**src/rtl/aws_pkg.sv**
```systemverilog
// Shared constants and helpers for the asynchronous write serializer.
// Assumes byte-wide host data; the handshake layout is fixed to 8 bits.
package aws_pkg;
    localparam int DATA_W = 8;
    localparam int HS_W   = 8;

    typedef logic [DATA_W-1:0] data_t;
    typedef logic [HS_W-1:0]   hs_t;

    // Assemble the handshake byte from serializer state.
    function automatic hs_t pack_handshake(input logic active,
                                           input logic full,
                                           input logic underrun);
        hs_t v;
        v      = '0;
        v[4:0] = 5'b11111;
        v[5]   = 1'b0;
        v[6]   = active & ~underrun;
        v[7]   = ~(active & full);
        return v;
    endfunction
endpackage

```
**src/rtl/aws_cell_timer.sv**
```systemverilog
// Bit-cell counter for the asynchronous write serializer.
// Counts START_DLY enabled clocks after run rises, then activates and runs
// modulo one byte period. Emits load strobes at byte boundaries and shift
// strobes at bit boundaries. Assumes run is stable between bit_tick pulses.
module aws_cell_timer #(
    parameter int BIT_CLKS  = 8,
    parameter int START_DLY = 4
) (
    input  logic clk,
    input  logic rst_n,
    input  logic run,
    input  logic tick,
    output logic active,
    output logic load_now,
    output logic shift_now
);
    localparam int BYTE_CLKS = BIT_CLKS * aws_pkg::DATA_W;
    localparam int CNT_MAX   = (BYTE_CLKS > START_DLY + 1) ? BYTE_CLKS : START_DLY + 1;
    localparam int CNT_W     = (CNT_MAX > 2) ? $clog2(CNT_MAX) : 1;

    logic [CNT_W-1:0] cnt_q;
    logic             active_q;
    logic             at_start;
    logic             step_active;
    logic [CNT_W-1:0] cnt_eff;
    logic             step;

    // Decode which position this enabled clock represents.
    always_comb begin
        at_start    = !active_q && (cnt_q == CNT_W'(START_DLY));
        step_active = active_q || at_start;
        cnt_eff     = active_q ? cnt_q : '0;
        step        = run && tick;
        load_now    = step && step_active && (cnt_eff == '0);
        shift_now   = step && step_active && ((cnt_eff % CNT_W'(BIT_CLKS)) == '0);
    end

    // Advance the counter and track activation.
    always_ff @(posedge clk) begin
        if (!rst_n || !run) begin
            cnt_q    <= '0;
            active_q <= 1'b0;
        end else if (tick) begin
            if (step_active) begin
                active_q <= 1'b1;
                cnt_q    <= (cnt_eff == CNT_W'(BYTE_CLKS - 1)) ? '0 : cnt_eff + 1'b1;
            end else begin
                cnt_q <= cnt_q + 1'b1;
            end
        end
    end

    assign active = active_q;
endmodule

```
**src/rtl/aws_shift_unit.sv**
```systemverilog
// Data register, shift latch and write-line toggle for the serializer.
// The host may write the data register at any time. A load copies the value
// the register held before the current edge, so a coincident write stays
// pending. Assumes every load_now also comes with shift_now.
module aws_shift_unit (
    input  logic          clk,
    input  logic          rst_n,
    input  logic          run,
    input  logic          host_wr,
    input  aws_pkg::data_t host_data,
    input  logic          load_now,
    input  logic          shift_now,
    output logic          wr_line,
    output logic          full,
    output logic          underrun
);
    localparam int MSB = aws_pkg::DATA_W - 1;

    aws_pkg::data_t data_q;
    aws_pkg::data_t latch_q;
    aws_pkg::data_t latch_src;
    logic           full_q;
    logic           under_q;
    logic           line_q;

    // Select the latch contents seen by this cycle's shift.
    always_comb begin
        latch_src = load_now ? data_q : latch_q;
    end

    // Host data register and its full flag.
    always_ff @(posedge clk) begin
        if (!rst_n) begin
            data_q <= '0;
            full_q <= 1'b0;
        end else begin
            if (host_wr) begin
                data_q <= host_data;
            end
            if (host_wr) begin
                full_q <= 1'b1;
            end else if (load_now) begin
                full_q <= 1'b0;
            end
        end
    end

    // Sticky underrun record, cleared when the run condition drops.
    always_ff @(posedge clk) begin
        if (!rst_n || !run) begin
            under_q <= 1'b0;
        end else if (load_now && !full_q) begin
            under_q <= 1'b1;
        end
    end

    // Shift latch: load, then shift left with zero fill.
    always_ff @(posedge clk) begin
        if (!rst_n || !run) begin
            latch_q <= '0;
        end else if (shift_now) begin
            latch_q <= {latch_src[MSB-1:0], 1'b0};
        end else begin
            latch_q <= latch_src;
        end
    end

    // Write line inverts on each emitted 1 bit.
    always_ff @(posedge clk) begin
        if (!rst_n || !run) begin
            line_q <= 1'b0;
        end else if (shift_now && latch_src[MSB]) begin
            line_q <= ~line_q;
        end
    end

    assign wr_line  = line_q;
    assign full     = full_q;
    assign underrun = under_q;
endmodule

```
**src/rtl/aws_hs_format.sv**
```systemverilog
// Handshake byte formatter: purely combinational view of serializer state.
module aws_hs_format (
    input  logic         active,
    input  logic         full,
    input  logic         underrun,
    output aws_pkg::hs_t hs_byte
);
    // Pack the polling byte.
    always_comb begin
        hs_byte = aws_pkg::pack_handshake(active, full, underrun);
    end
endmodule

```
**src/rtl/async_wr_serializer.sv**
```systemverilog
// Asynchronous write serializer top. Decodes the run condition from the
// mode inputs, paces the bit cells, shifts host bytes out as line
// inversions and reports flow-control state in a handshake byte.
// Assumes bit_tick is a single-cycle enable derived from the bit-cell clock.
module async_wr_serializer #(
    parameter int BIT_CLKS  = 8,
    parameter int START_DLY = 4
) (
    input  logic       clk,
    input  logic       rst_n,
    input  logic       bit_tick,
    input  logic       write_sel,
    input  logic       async_mode,
    input  logic       drive_35,
    input  logic       aux_en,
    input  logic       host_wr,
    input  logic [7:0] host_data,
    output logic       wr_line,
    output logic [7:0] hs_byte
);
    logic run;
    logic active;
    logic load_now;
    logic shift_now;
    logic full;
    logic underrun;

    // Run only in write state, async mode, on a qualifying device.
    always_comb begin
        run = write_sel && async_mode && (drive_35 || aux_en);
    end

    aws_cell_timer #(
        .BIT_CLKS (BIT_CLKS),
        .START_DLY(START_DLY)
    ) u_timer (
        .clk      (clk),
        .rst_n    (rst_n),
        .run      (run),
        .tick     (bit_tick),
        .active   (active),
        .load_now (load_now),
        .shift_now(shift_now)
    );

    aws_shift_unit u_shift (
        .clk      (clk),
        .rst_n    (rst_n),
        .run      (run),
        .host_wr  (host_wr),
        .host_data(host_data),
        .load_now (load_now),
        .shift_now(shift_now),
        .wr_line  (wr_line),
        .full     (full),
        .underrun (underrun)
    );

    aws_hs_format u_hs (
        .active  (active),
        .full    (full),
        .underrun(underrun),
        .hs_byte (hs_byte)
    );
endmodule

```
**config.mk**
```make
export PLATFORM = sky130hd
export DESIGN_NAME = async_wr_serializer
export DESIGN_NICKNAME = d
export VERILOG_FILES = /design/src/rtl/aws_pkg.sv /design/src/rtl/aws_cell_timer.sv /design/src/rtl/aws_shift_unit.sv /design/src/rtl/aws_hs_format.sv /design/src/rtl/async_wr_serializer.sv
export SDC_FILE = /design/constraint.sdc
export NUM_CORES = 1
export LEC_CHECK = 0
export BUFFER_PORTS_ARGS = -buffer_cell sky130_fd_sc_hd__buf_2
export CORE_UTILIZATION = 35
export DETAILED_ROUTE_END_ITERATION = 7
export HOLD_SLACK_MARGIN = 0.12
export PLACE_DENSITY = 0.65
export RECOVER_POWER = 100
export SLEW_MARGIN = 10
export SYNTH_ARGS = -nofsm -noshare
export SYNTH_HDL_FRONTEND = slang
export SYNTH_SLANG_ARGS = --single-unit
```
**constraint.sdc**
```tcl
create_clock -name clk -period 5.3 [get_ports clk]
set_clock_uncertainty 0.1 [all_clocks]
set_input_delay 0.265 -clock clk [delete_from_list [all_inputs] [get_ports clk]]
set_output_delay 0.265 -clock clk [all_outputs]
set_load 0.01 [all_outputs]
```
# Yosys cells after proc, flatten, opt, wreduce, memory -nomap -nowiden
# Index checks and enable logic that the tools add are counted.
# Widths: inputs -> output; s select.
# op_classes
add_sub_neg,2
n_eq_ne,2
n_mux,7
bitwise,5
n_reduce_logical,21
# op_table
operator,count
$mux 6,3
$mux 8,2
$add 6x1->6 const B,2
$logic_not 6->1,2
$logic_and 1x1->1,9
$eq 6x3->1 const B,1
$eq 6x6->1 const B,1
$logic_not 1->1,4
$logic_or 1x1->1,3
$not 1->1,3
$and 1x1->1,2
$mux 1,2
$reduce_and 2->1,1
$reduce_bool 2->1,1
$reduce_or 2->1,1
# totals
register_bits,26
input_bits,16
out_inout_bits,9
word_cells,45

# Logic depth before layout (Yosys ltp)
# Gate-level depths: netlist of run 1.
# depth
ltp_word,7
depth_mapped,9
mapped_depth_nobuf,6

# Cells and area by module
# From an unflattened synthesis of run 1, not the netlist that was laid out.
# hier_totals
hier_cells,149
hier_area_um2,1411.4
# by_module_without_submodules
module,n_inst,cells_each,area_each_um2,seq_area_each_um2
aws_shift_unit,1,71,802.0,380.4
aws_cell_timer,1,67,529.3,140.1
aws_hs_format,1,10,70.1,0.0
async_wr_serializer,1,1,10.0,0.0

# Least setup slack after synthesis of run 1
# Ideal clock, no wire load.
# synth_timing
path_kind,register to register
start,"register u_timer.active_q, in the netlist u_timer.active"
end,register u_shift.latch_q[5]
setup_ns,0.074
t_arrival_ns,1.632
required_ns,5.126
setup_slack_ns,3.494
stages_incl_launch_ff,10
n_path_buf,3
period_less_slack_ns,1.806
path_cell_list,dfxtp_1 > buf_2 > buf_2 > nand2_1 > ha_1 > nand4bb_1 > o41ai_4 > buf_6 > o21ai_1 > a31oi_1
# synth_between
elab_chain_len,7
elab_cells_between_ends,11
cone_classes,3 x mux; 8 x reduce/logical
# synth_lines
element,line_no,source
"start, declared",aws_cell_timer.sv:22,logic active_q;
"start signal, assigned",aws_cell_timer.sv:42,active_q <= 1'b0;
"start signal, assigned",aws_cell_timer.sv:45,active_q <= 1'b1;
"parallel branches: the longest is 6 deep, another holds $mux 8",-,
$mux 8 (*),aws_shift_unit.sv:61,end else if (shift_now) begin
"end signal, assigned",aws_shift_unit.sv:62,"latch_q <= {latch_src[MSB-1:0], 1'b0};"
"end signal, assigned",aws_shift_unit.sv:64,latch_q <= latch_src;
"end, declared",aws_shift_unit.sv:20,aws_pkg::data_t latch_q;
# Mark *: on every way between the ends.
# A chain may end at the register's enable or synchronous reset.

# Worst setup path in the final report of run 1
# layout_timing
start,"register u_timer.active_q, in the netlist u_timer.active"
end,register u_shift.latch_q[6]
# Same word-level chain as after synthesis.

==> metrics, run 1 <==
Primary FF master, synth=dfxtp_1; Final HPWL DP=1.80 mm; Hold Path End=u_shift.data_q[6]; Die Y=63.8 um; post-synthesis compound-gate area fraction=23.3%; Critical-path top delay cell=o41ai_1; synthesized area=1340 um2; reg2reg path depth=6; VDD IR-drop max=170 uV; postcts setup bufs=0; filler instances=384; share of layout cells above drive strength 1=12.4%; largest net degree at the start of global routing=19; sequential cell area=520 um2; Routed WL=2.61 mm; Placed Cells=212; CP Max Fanout=18; sequential share of the synthesized area=39.0%; CTS tree=built; die width=63.8 um; Synth async-reset ratio=0%; first-pass iteration count of the detailed router=4; r2r setup slk=2.22 ns; Overflow after GRT=0; leakage=0.000565 uW; Synth Area per Inst=8.45 um2; initial antenna violation count=0; largest family of logic cells by synthesized area=compound AO/OA/AOI/OAI gates; Rel. slew slack=-32.6%; CP startpoint kind=flip-flop; worst path required time=5.40 ns; post-route ant nets=0; Critical R2R Capture=u_shift.latch_q[6]; Crit path largest cell delay=1.54 ns; I/O pin cnt=25; cell taking the most area after synthesis=dfxtp_1; max-slew violations=16; WHS Path Cells=3; initial drt markers=45; Layout area overhead=9.84%; total die area=4070 um2; Core ar.=3660 um2; Tcrit/Tclk final=58.2%; total power=392 uW; row cnt=22; Gates resized, CTS repair=0; mux cell area share after synthesis=6.75%; Power Density=268 nW/um2; area of the multi-input gates=687 um2; wire per inst=12.0 um; Num CTS Buffers=3; Post-synth EDFFs=0; Worst-Margin Slew=1.96 ns; total track usage=13.8%; Final setup violation count=0; Crit Path Class=reg -> reg; Synth area leaders=dfxtp_1, mux2i_1, o21ai_0; most frequent cells in the layout=dfxtp_1, o21ai_0, nor2_1, buf_2, nand2_1; commonest non-fill, non-tap cell in the layout=dfxtp_1; first-pass GRT wire length=4.50 mm; hold_buf cts=2; Tmin final=3.08 ns; final hold viol count=0; Worst Setup End Kind=flip-flop; number of nets in the layout=190; simple-gate share of the synthesized area=17.7%; via count=1114; DRC viols=0; Clk pin slew, worst setup/hold paths=0.09 ns; adder and majority gate portion of the synthesized area=2.81%; setup tns final=0 ns; Final Non-Filler Cells=218; worst hold start=host_data[6]; vias in the first global route=985; failing checks=capacitance limit, slew limit; gpl congestion=0.838; Layout Utilization=40.1%; status=finished with violations; max_cap viols=1; Syn Inst Count=158; # diodes=0; share of the synthesized area in the top cell type=39.0%; clock sink total=26; RSZ-0062 raised after global routing=no; CP Launch Point=u_timer.active; Worst-Skew Late Latency=0.27 ns; reg2reg start=u_timer.active; Ys Warns=0; unique cell type count in the Yosys netlist=37; CTS Buffer Depth=2; fmax=324 MHz; Vias/cell=5.11; Yosys reg bits=26; CTS Root Cell=clkbuf_8; worst path cell trace=nand2_1 > ha_1 > nand4bb_1 > o41ai_1 > o21ai_0 > a31oi_1; IO Port Bufs=18; HP Class=in -> reg; Crit path arrival time=3.18 ns; Synth Area in XOR/XNOR=0.656%; effective utilization at floorplan=36.5%; H-tree levels=1
==> flip-flops by register name (all words and copies together), names as in the netlist <==
register          cells
u_shift.latch_q       8
u_shift.full          1
u_shift.wr_line       1
u_shift.data_q        8
u_timer.active        1
u_timer.cnt_q         6
u_shift.underrun      1
==> how the worst max path moves through the flow <==
stage                                    end  slack (ns)  cells past startpoint
after floorplan           u_shift.latch_q[5]        3.49                      9
after global placement    u_shift.latch_q[2]        3.28                      6
after detailed placement  u_shift.latch_q[3]        3.19                      6
after CTS                 u_shift.latch_q[3]        3.16                      6
after global routing      u_shift.latch_q[4]        1.83                      6
final                     u_shift.latch_q[6]        2.22                      6
==> cell type report <==
| type | count | share of cell area (%) |
|---|---|---|
| Inverter | 6 | 1.54 |
| Timing Repair Buffer | 20 | 7.17 |
| Multi-Input combinational cell | 114 | 46.8 |
| Clock inverter | 1 | 2.05 |
| Clock buffer | 3 | 2.82 |
| Sequential cell | 26 | 35.5 |
| Tap cell | 48 | 4.10 |
==> stage by stage <==
step / setup WS (ns) / hold slack, ns / instance area, um2
after floorplan: 3.49 / 0.306 / 1350
after global placement: 3.28 / 0.327 / 1400
after detailed placement: 3.19 / 0.327 / 1400
after CTS: 3.16 / 0.120 / 1490
after global routing: 1.83 / 0.129 / 1470
final: 2.22 / 0.126 / 1470
==> cells by family after synthesis <==
group / Yosys count
xor gates and xnor gates: 1
DFF: 26
buffers and inverters: 22
adders and majority gates: 3
muxes: 9
and+or+nand+nor: 48
other: 2
AOI/OAI and AO/OA: 47
==> critical path: cells and delay by family, from the launching register on <==
family	cells	cell delay (ns)
and+or+nand+nor	2	0.25
AOI/OAI and AO/OA	3	1.99
adders and majority gates	1	0.20
DFF	1	0.49
==> report_power, final <==
part | internal [uW] | switching, uW
combinational | 10.7 | 13.8
clock | 101 | 64.3
sequential | 200 | 2.71
total | 311 | 80.8
==> cells in the mapped netlist, types with 2 or more instances <==
master,count
mux2i_1,9
o21ai_0,18
conb_1,2
a31oi_1,10
buf_4,7
nand2_1,11
nor3_1,2
inv_1,6
buf_2,5
dfxtp_1,26
o21ai_1,2
nand3_1,9
a21oi_1,7
or3_1,3
ha_1,3
a21o_1,2
nor2_1,14
clkbuf_1,3
==> per-layer routing <==
metal | share of wire (%) | global-route usage, %
met5 | 0 | 0
met4 | 0.57 | 3.13
met3 | 3.1 | 3.93
met2 | 47 | 23.5
met1 | 50 | 17.0
(Power assumes the default switching activity.)
==> run 2: changes to the inputs <==
==> constraint.sdc (replaced) <==
create_clock -name clk -period 2.9 [get_ports clk]
set_clock_uncertainty 0.1 [all_clocks]
set_input_delay 0.145 -clock clk [delete_from_list [all_inputs] [get_ports clk]]
set_output_delay 0.145 -clock clk [all_outputs]
set_load 0.01 [all_outputs]
==> run 2 against run 1 <==
  * The run now ends clean
  * Worst setup slack lost 1.4 ns
  * Count of clock-buffer cells in the layout did not move
  * Via count rose by 3.1%
  * Highest routed layer unchanged
  * Sequential share of layout area shrank 2.0 points
  * Wire length fell by 0.31%
  * Critical endpoint is now u_shift.latch_q[2]
  * Combinational power up 110%
  * Largest power group unchanged
  * Non-clock buffer count up 7
  * Design area rose by 6.1%
  * Critical path depth did not move
  * Flip-flop and latch count unchanged
  * First-iteration DRC count decreased by 22%
==> metrics, run 2 (synthesis results as in run 1) <==
leakage=0.000600 uW (+6.3%); CTS tree=built; total die area=4070 um2 (unchanged); via count=1148 (+3.1%); Final HPWL DP=1.79 mm (-0.67%); most frequent cells in the layout=dfxtp_1, o21ai_0, nor2_1, buf_2, nand2_1; RSZ-0062 raised after global routing=no; biggest regs=u_shift.data_q (8), u_shift.latch_q (8), u_timer.cnt_q (6); Tcrit/Tclk final=73.3% (+15 points); Crit Path Class=reg -> reg; HP Class=in -> reg; Routed WL=2.60 mm (-0.31%); fmax=471 MHz (+45%); row cnt=22 (unchanged); Layout area overhead=16.5%; share of layout cells above drive strength 1=12.4% (+0.076 points); Placed Cells=212 (unchanged); IO Port Bufs=18 (unchanged); worst path bufs/invs=0 (unchanged); reg2reg path depth=6 (unchanged); Final Non-Filler Cells=225 (+3.2%); Num CTS Buffers=3 (unchanged); WHS Path Cells=3 (unchanged); critical path's top delay family=compound AO/OA/AOI/OAI gates; total power=724 uW (+85%); Tmin final=2.13 ns (-0.958 ns); setup tns final=0 ns (unchanged); Worst-Skew Late Latency=0.28 ns (about the same); largest net degree at the start of global routing=19 (unchanged); initial antenna violation count=0 (unchanged); first-pass GRT wire length=4.40 mm (-2.1%); vias in the first global route=1008 (+2.3%); I/O pin cnt=25 (unchanged); CTS Buffer Depth=2 (unchanged); worst hold start=host_wr; status=finished, final reports clean; total track usage=13.9% (+0.048 points); Crit path arrival time=2.23 ns (-0.95 ns); Crit path largest cell delay=0.60 ns (-0.94 ns); post-route ant nets=0 (unchanged); design area=1560 um2 (+6.1%); worst path required time=3.00 ns (-2.40 ns); die width=63.8 um (unchanged); CTS Root Cell=clkbuf_8; gpl congestion=0.837 (about the same); CP Launch Point=u_timer.active; Power Density=466 nW/um2 (+74%); Clk pin slew, worst setup/hold paths=0.09 ns (about the same); max_cap viols=0 (-1); filler instances=376 (-2.1%); Final setup violation count=0 (unchanged); H-tree levels=1 (unchanged); clock sink total=26 (unchanged); CP Max Fanout=18 (unchanged); number of nets in the layout=197 (+3.7%); worst path cell trace=nand2_1 > ha_1 > nand4bb_1 > o41ai_4 > o21ai_0 > a31oi_1; DRC viols=0 (unchanged); Critical R2R Capture=u_shift.latch_q[2]; Core ar.=3660 um2 (unchanged); Gates resized, CTS repair=0 (unchanged); reg2reg start=u_timer.active; CP startpoint kind=flip-flop; # diodes=0 (unchanged); Hold Path End=u_shift.full; Worst-Margin Slew=0.689 ns (-1.27 ns); Overflow after GRT=0 (unchanged); Worst Setup End Kind=flip-flop; commonest non-fill, non-tap cell in the layout=dfxtp_1; Critical-path top delay cell=o41ai_4; Vias/cell=5.10 (-0.15%); effective utilization at floorplan=36.5% (unchanged); final hold viol count=0 (unchanged); initial drt markers=35 (-22%); wire per inst=11.6 um (-3.4%); Placed Area=1400 um2 (unchanged); max-slew violations=0 (-16); Rel. slew slack=53.9% (+87 points); area of the multi-input gates=706 um2 (+2.7%); Die Y=63.8 um (unchanged); r2r setup slk=0.77 ns (-1.44 ns); first-pass iteration count of the detailed router=4 (unchanged); VDD IR-drop max=306 uV (+80%); sequential cell area=520 um2 (unchanged)
-- run 2: cell count changes in the layout (fill, tap and decap cells not counted), sizes merged --
cell,change
dlygate4sd3,+7
-- run 2: worst max-delay path by stage --
| stage | slack [ns] | cells past startpoint | to |
|---|---|---|---|
| 2_1_floorplan | 1.09 | 9 | u_shift.latch_q[5] |
| 3_3_place_gp | 0.88 | 6 | u_shift.latch_q[2] |
| 3_5_place_dp | 0.80 | 6 | u_shift.latch_q[3] |
| 4_1_cts | 0.78 | 6 | u_shift.latch_q[7] |
| 5_1_grt | 0.57 | 6 | u_shift.latch_q[2] |
| 6_report | 0.77 | 6 | u_shift.latch_q[2] |
-- run 2: per-layer routing --
metal | part of all wire [%] | global-route usage [%] | vias to the layer above | routed length (um)
met5 | 0 | 0 | - | 0
met4 | 1.2 | 5.40 | 0 | 31
met3 | 3.8 | 3.75 | 4 | 100
met2 | 47 | 22.2 | 23 | 1230
met1 | 47 | 17.5 | 529 | 1230
li1 | - | - | 592 | -
-- run 2: through the flow --
stage	setup WS (ns)	hold WS [ns]	utilization, %
global placement	0.881	0.277	38.2
global route	0.567	0.173	42.5
finish	0.775	0.135	42.5
detailed placement	0.802	0.286	38.2
CTS	0.777	0.126	42.7
floorplan	1.09	0.192	-
-- run 2: area by class of cell --
cell class | instances | share of cell area (%)
clock inverter | 1 | 1.93
inverter | 6 | 1.45
clock buffer | 3 | 2.65
timing repair buffer | 27 | 11.3
multi-input combinational | 114 | 45.4
sequential | 26 | 33.5
tap | 48 | 3.86
-- run 2: tightest hold or removal path, delay by kind of cell --
family	cells	cell delay [ns]
AOI/OAI and AO/OA	1	0.05
buffers and inverters	2	0.27
-- run 2: power breakdown --
part | internal, uW | switching [uW]
combinational | 25.6 | 26.7
clock | 185 | 117
sequential | 365 | 4.98
total | 575 | 149
-- run 2: what timing repair did --
| action | 4_1_cts | 5_1_grt |
|---|---|---|
| hold buffers | 9 | 0 |
| hold endpoints to repair | 10 | 0 |
| setup buffers | 0 | 0 |
==> run 3: changes to the inputs <==
--- a/config.mk
+++ b/config.mk
@@ -5,11 +5,12 @@
 export SDC_FILE = /design/constraint.sdc
 export NUM_CORES = 1
 export LEC_CHECK = 0
+export ABC_AREA = 1
 export BUFFER_PORTS_ARGS = -buffer_cell sky130_fd_sc_hd__buf_2
 export CORE_UTILIZATION = 35
 export DETAILED_ROUTE_END_ITERATION = 7
 export HOLD_SLACK_MARGIN = 0.12
-export PLACE_DENSITY = 0.65
+export PLACE_DENSITY = 0.64
 export RECOVER_POWER = 100
 export SLEW_MARGIN = 10
 export SYNTH_ARGS = -nofsm -noshare
==> constraint.sdc (replaced) <==
create_clock -name clk -period 2.1 [get_ports clk]
set_clock_uncertainty 0.1 [all_clocks]
set_input_delay 0.105 -clock clk [delete_from_list [all_inputs] [get_ports clk]]
set_output_delay 0.105 -clock clk [all_outputs]
set_load 0.01 [all_outputs]
==> run 3 against run 2 <==
  * Worst hold slack better by 0.082 ns
  * Via count is 12% higher
  * Non-clock buffer count is 9 higher
  * Critical path type is now in -> reg
==> metrics, run 3 <==
setup tns final=0 ns (unchanged); largest net degree at the start of global routing=17 (-2); Tcrit/Tclk final=93.3%; Synth area leaders=dfxtp_1, nand2_1, inv_1; share of the synthesized area in the top cell type=37.0% (-1.9 points); effective utilization at floorplan=37.5% (+1.1 points); die width=65.4 um (+2.5%); leakage=0.000759 uW (+26%); reg2reg path depth=7 (+1); CTS Buffer Depth=2 (unchanged); synthesized area=1410 um2 (+5.2%); clock sink total=26 (unchanged); max-slew violations=0 (unchanged); reg2reg start=u_timer.active; post-route ant nets=0 (unchanged); most frequent cells in the layout=nand2_1, dfxtp_1, inv_1, nor2_1, dlygate4sd3_1; status=finished, final reports clean; Syn Inst Count=196 (+24%); Tmin final=1.96 ns; Worst-Skew Late Latency=0.28 ns (about the same); Crit Path Class=in -> reg; r2r setup slk=0.22 ns (-0.55 ns); initial antenna violation count=0 (unchanged); initial drt markers=28 (-20%); Overflow after GRT=0 (unchanged); Synth Area per Inst=7.17 um2 (-15%); I/O pin cnt=25 (unchanged); vias in the first global route=1203 (+19%); via count=1289 (+12%); Ys Warns=0 (unchanged); Primary FF master, synth=dfxtp_1; HP Class=in -> reg; commonest cells in the netlist=nand2_1, dfxtp_1, inv_1; Gates resized, CTS repair=0 (unchanged); Crit path arrival time=2.03 ns (-0.20 ns); CP startpoint kind=input port; total track usage=16.3% (+2.4 points); CTS Root Cell=clkbuf_8; row cnt=22 (unchanged); sequential share of the synthesized area=37.0% (-1.9 points); Synth async-reset ratio=0% (unchanged); wire per inst=11.2 um (-3.2%); cell taking the most area after synthesis=dfxtp_1; DRC viols=0 (unchanged); Num CTS Buffers=3 (unchanged); max_cap viols=0 (unchanged); commonest non-fill, non-tap cell in the layout=nand2_1; worst path required time=2.17 ns (-0.83 ns); H-tree levels=1 (unchanged); Final setup violation count=0 (unchanged); VDD IR-drop max=367 uV (+20%); total power=1030 uW (+43%); count leader, synth=nand2_1; CP Launch Point=bit_tick; fmax=510 MHz; Layout area overhead=24.2%; Yosys reg bits=26 (unchanged); Worst Setup End Kind=flip-flop; CTS tree=built; Critical R2R Capture=u_shift.latch_q[4]; unique cell type count in the Yosys netlist=30 (-19%); IO Port Bufs=18 (unchanged); Final HPWL DP=2.09 mm (+17%); # diodes=0 (unchanged); Routed WL=3.12 mm (+20%); Core ar.=3740 um2 (+2.3%); CP Max Fanout=11 (-7); Vias/cell=4.62 (-9.4%); Die Y=65.4 um (+2.5%); biggest regs=u_shift.data_q (8), u_shift.latch_q (8), u_timer.cnt_q (6); postcts setup bufs=0 (unchanged); RSZ-0062 raised after global routing=no; number of nets in the layout=251 (+27%); total die area=4270 um2 (+5.1%); Clk pin slew, worst setup/hold paths=0.10 ns (about the same); Power Density=593 nW/um2 (+27%); Critical path destination=u_shift.latch_q[4]; first-pass iteration count of the detailed router=4 (unchanged); share of layout cells above drive strength 1=16.9% (+4.5 points); Post-synth EDFFs=0 (unchanged); gpl congestion=0.871 (+4.0%); final hold viol count=0 (unchanged); first-pass GRT wire length=5.36 mm (+22%)
==> run 3: logic make-up (layout without fill, tap and decap cells) <==
family          after synthesis  count (layout)  share of synthesized area (%)
flops                        26              26                           37.0
buf+inv                      38              68                           12.6
compound gates               35              35                           14.3
fa+ha+maj                     3               3                           2.67
xor+xnor                      3               3                           1.87
other cells                   2               6                          0.534
simple gates                 89              90                           31.0
==> run 3: per-layer routing <==
layer / wire [um] / global-route usage (%) / vias to the layer above
met3: 79 / 1.91 / 5
met1: 1580 / 22.1 / 578
met5: 0 / 0 / -
li1: - / - / 684
met4: 64 / 8.70 / 0
met2: 1400 / 25.0 / 22
==> run 3: layout make-up <==
type                    instances  area, um2
repair buffers                 36        265
inverters                      28        105
clock inverters                 1       30.0
flip-flops and latches         26        520
fillers                       384       2000
well taps                      48       60.1
multi-input cells             137        723
clock buffers                   3       41.3
==> run 3: timing repair <==
item / CTS / global route
hold endpoints to repair: 15 / 0
endpoints found under the setup margin: 0 / 2
hold buffers: 18 / 0
==> run 3: per-stage QoR <==
step	setup WS (ns)	area (um2)	utilization (%)	hold slack [ns]	cells
2_1_floorplan	0.432	1420	-	0.140	200
3_3_place_gp	0.320	1500	40.0	0.225	256
3_5_place_dp	0.244	1500	40.0	0.234	256
4_1_cts	0.193	1750	46.8	0.208	278
5_1_grt	0.0164	1750	46.6	0.265	279
6_report	0.141	1750	46.6	0.217	279
==> run 3: report_power, final <==
| group | total, uW | internal, uW | switching, uW |
|---|---|---|---|
| combinational | 94.0 | 45.9 | 48.1 |
| sequential | 514 | 506 | 7.76 |
| clock | 427 | 255 | 171 |
==> run 3: how the worst min path moves through the flow <==
stage,endpoint,start,cells after the start,slack (ns)
finish,u_shift.wr_line,async_mode,5,0.22
global route,u_shift.full,host_wr,3,0.27
CTS,u_shift.data_q[1],host_wr,3,0.21
detailed placement,u_shift.data_q[6],host_data[6],3,0.23
global placement,u_shift.data_q[6],host_data[6],3,0.22
floorplan,u_shift.data_q[3],host_data[3],2,0.14
==> run 3: critical path, stage by stage <==
cell and delay (ns):
dlygate4sd3_1 0.52, clkbuf_2 0.23, inv_1 0.17, nor3_4 0.39, nand4_2 0.20, nand2_1 0.20, inv_2 0.09, nand3_1 0.07
o21ai_1 0.06
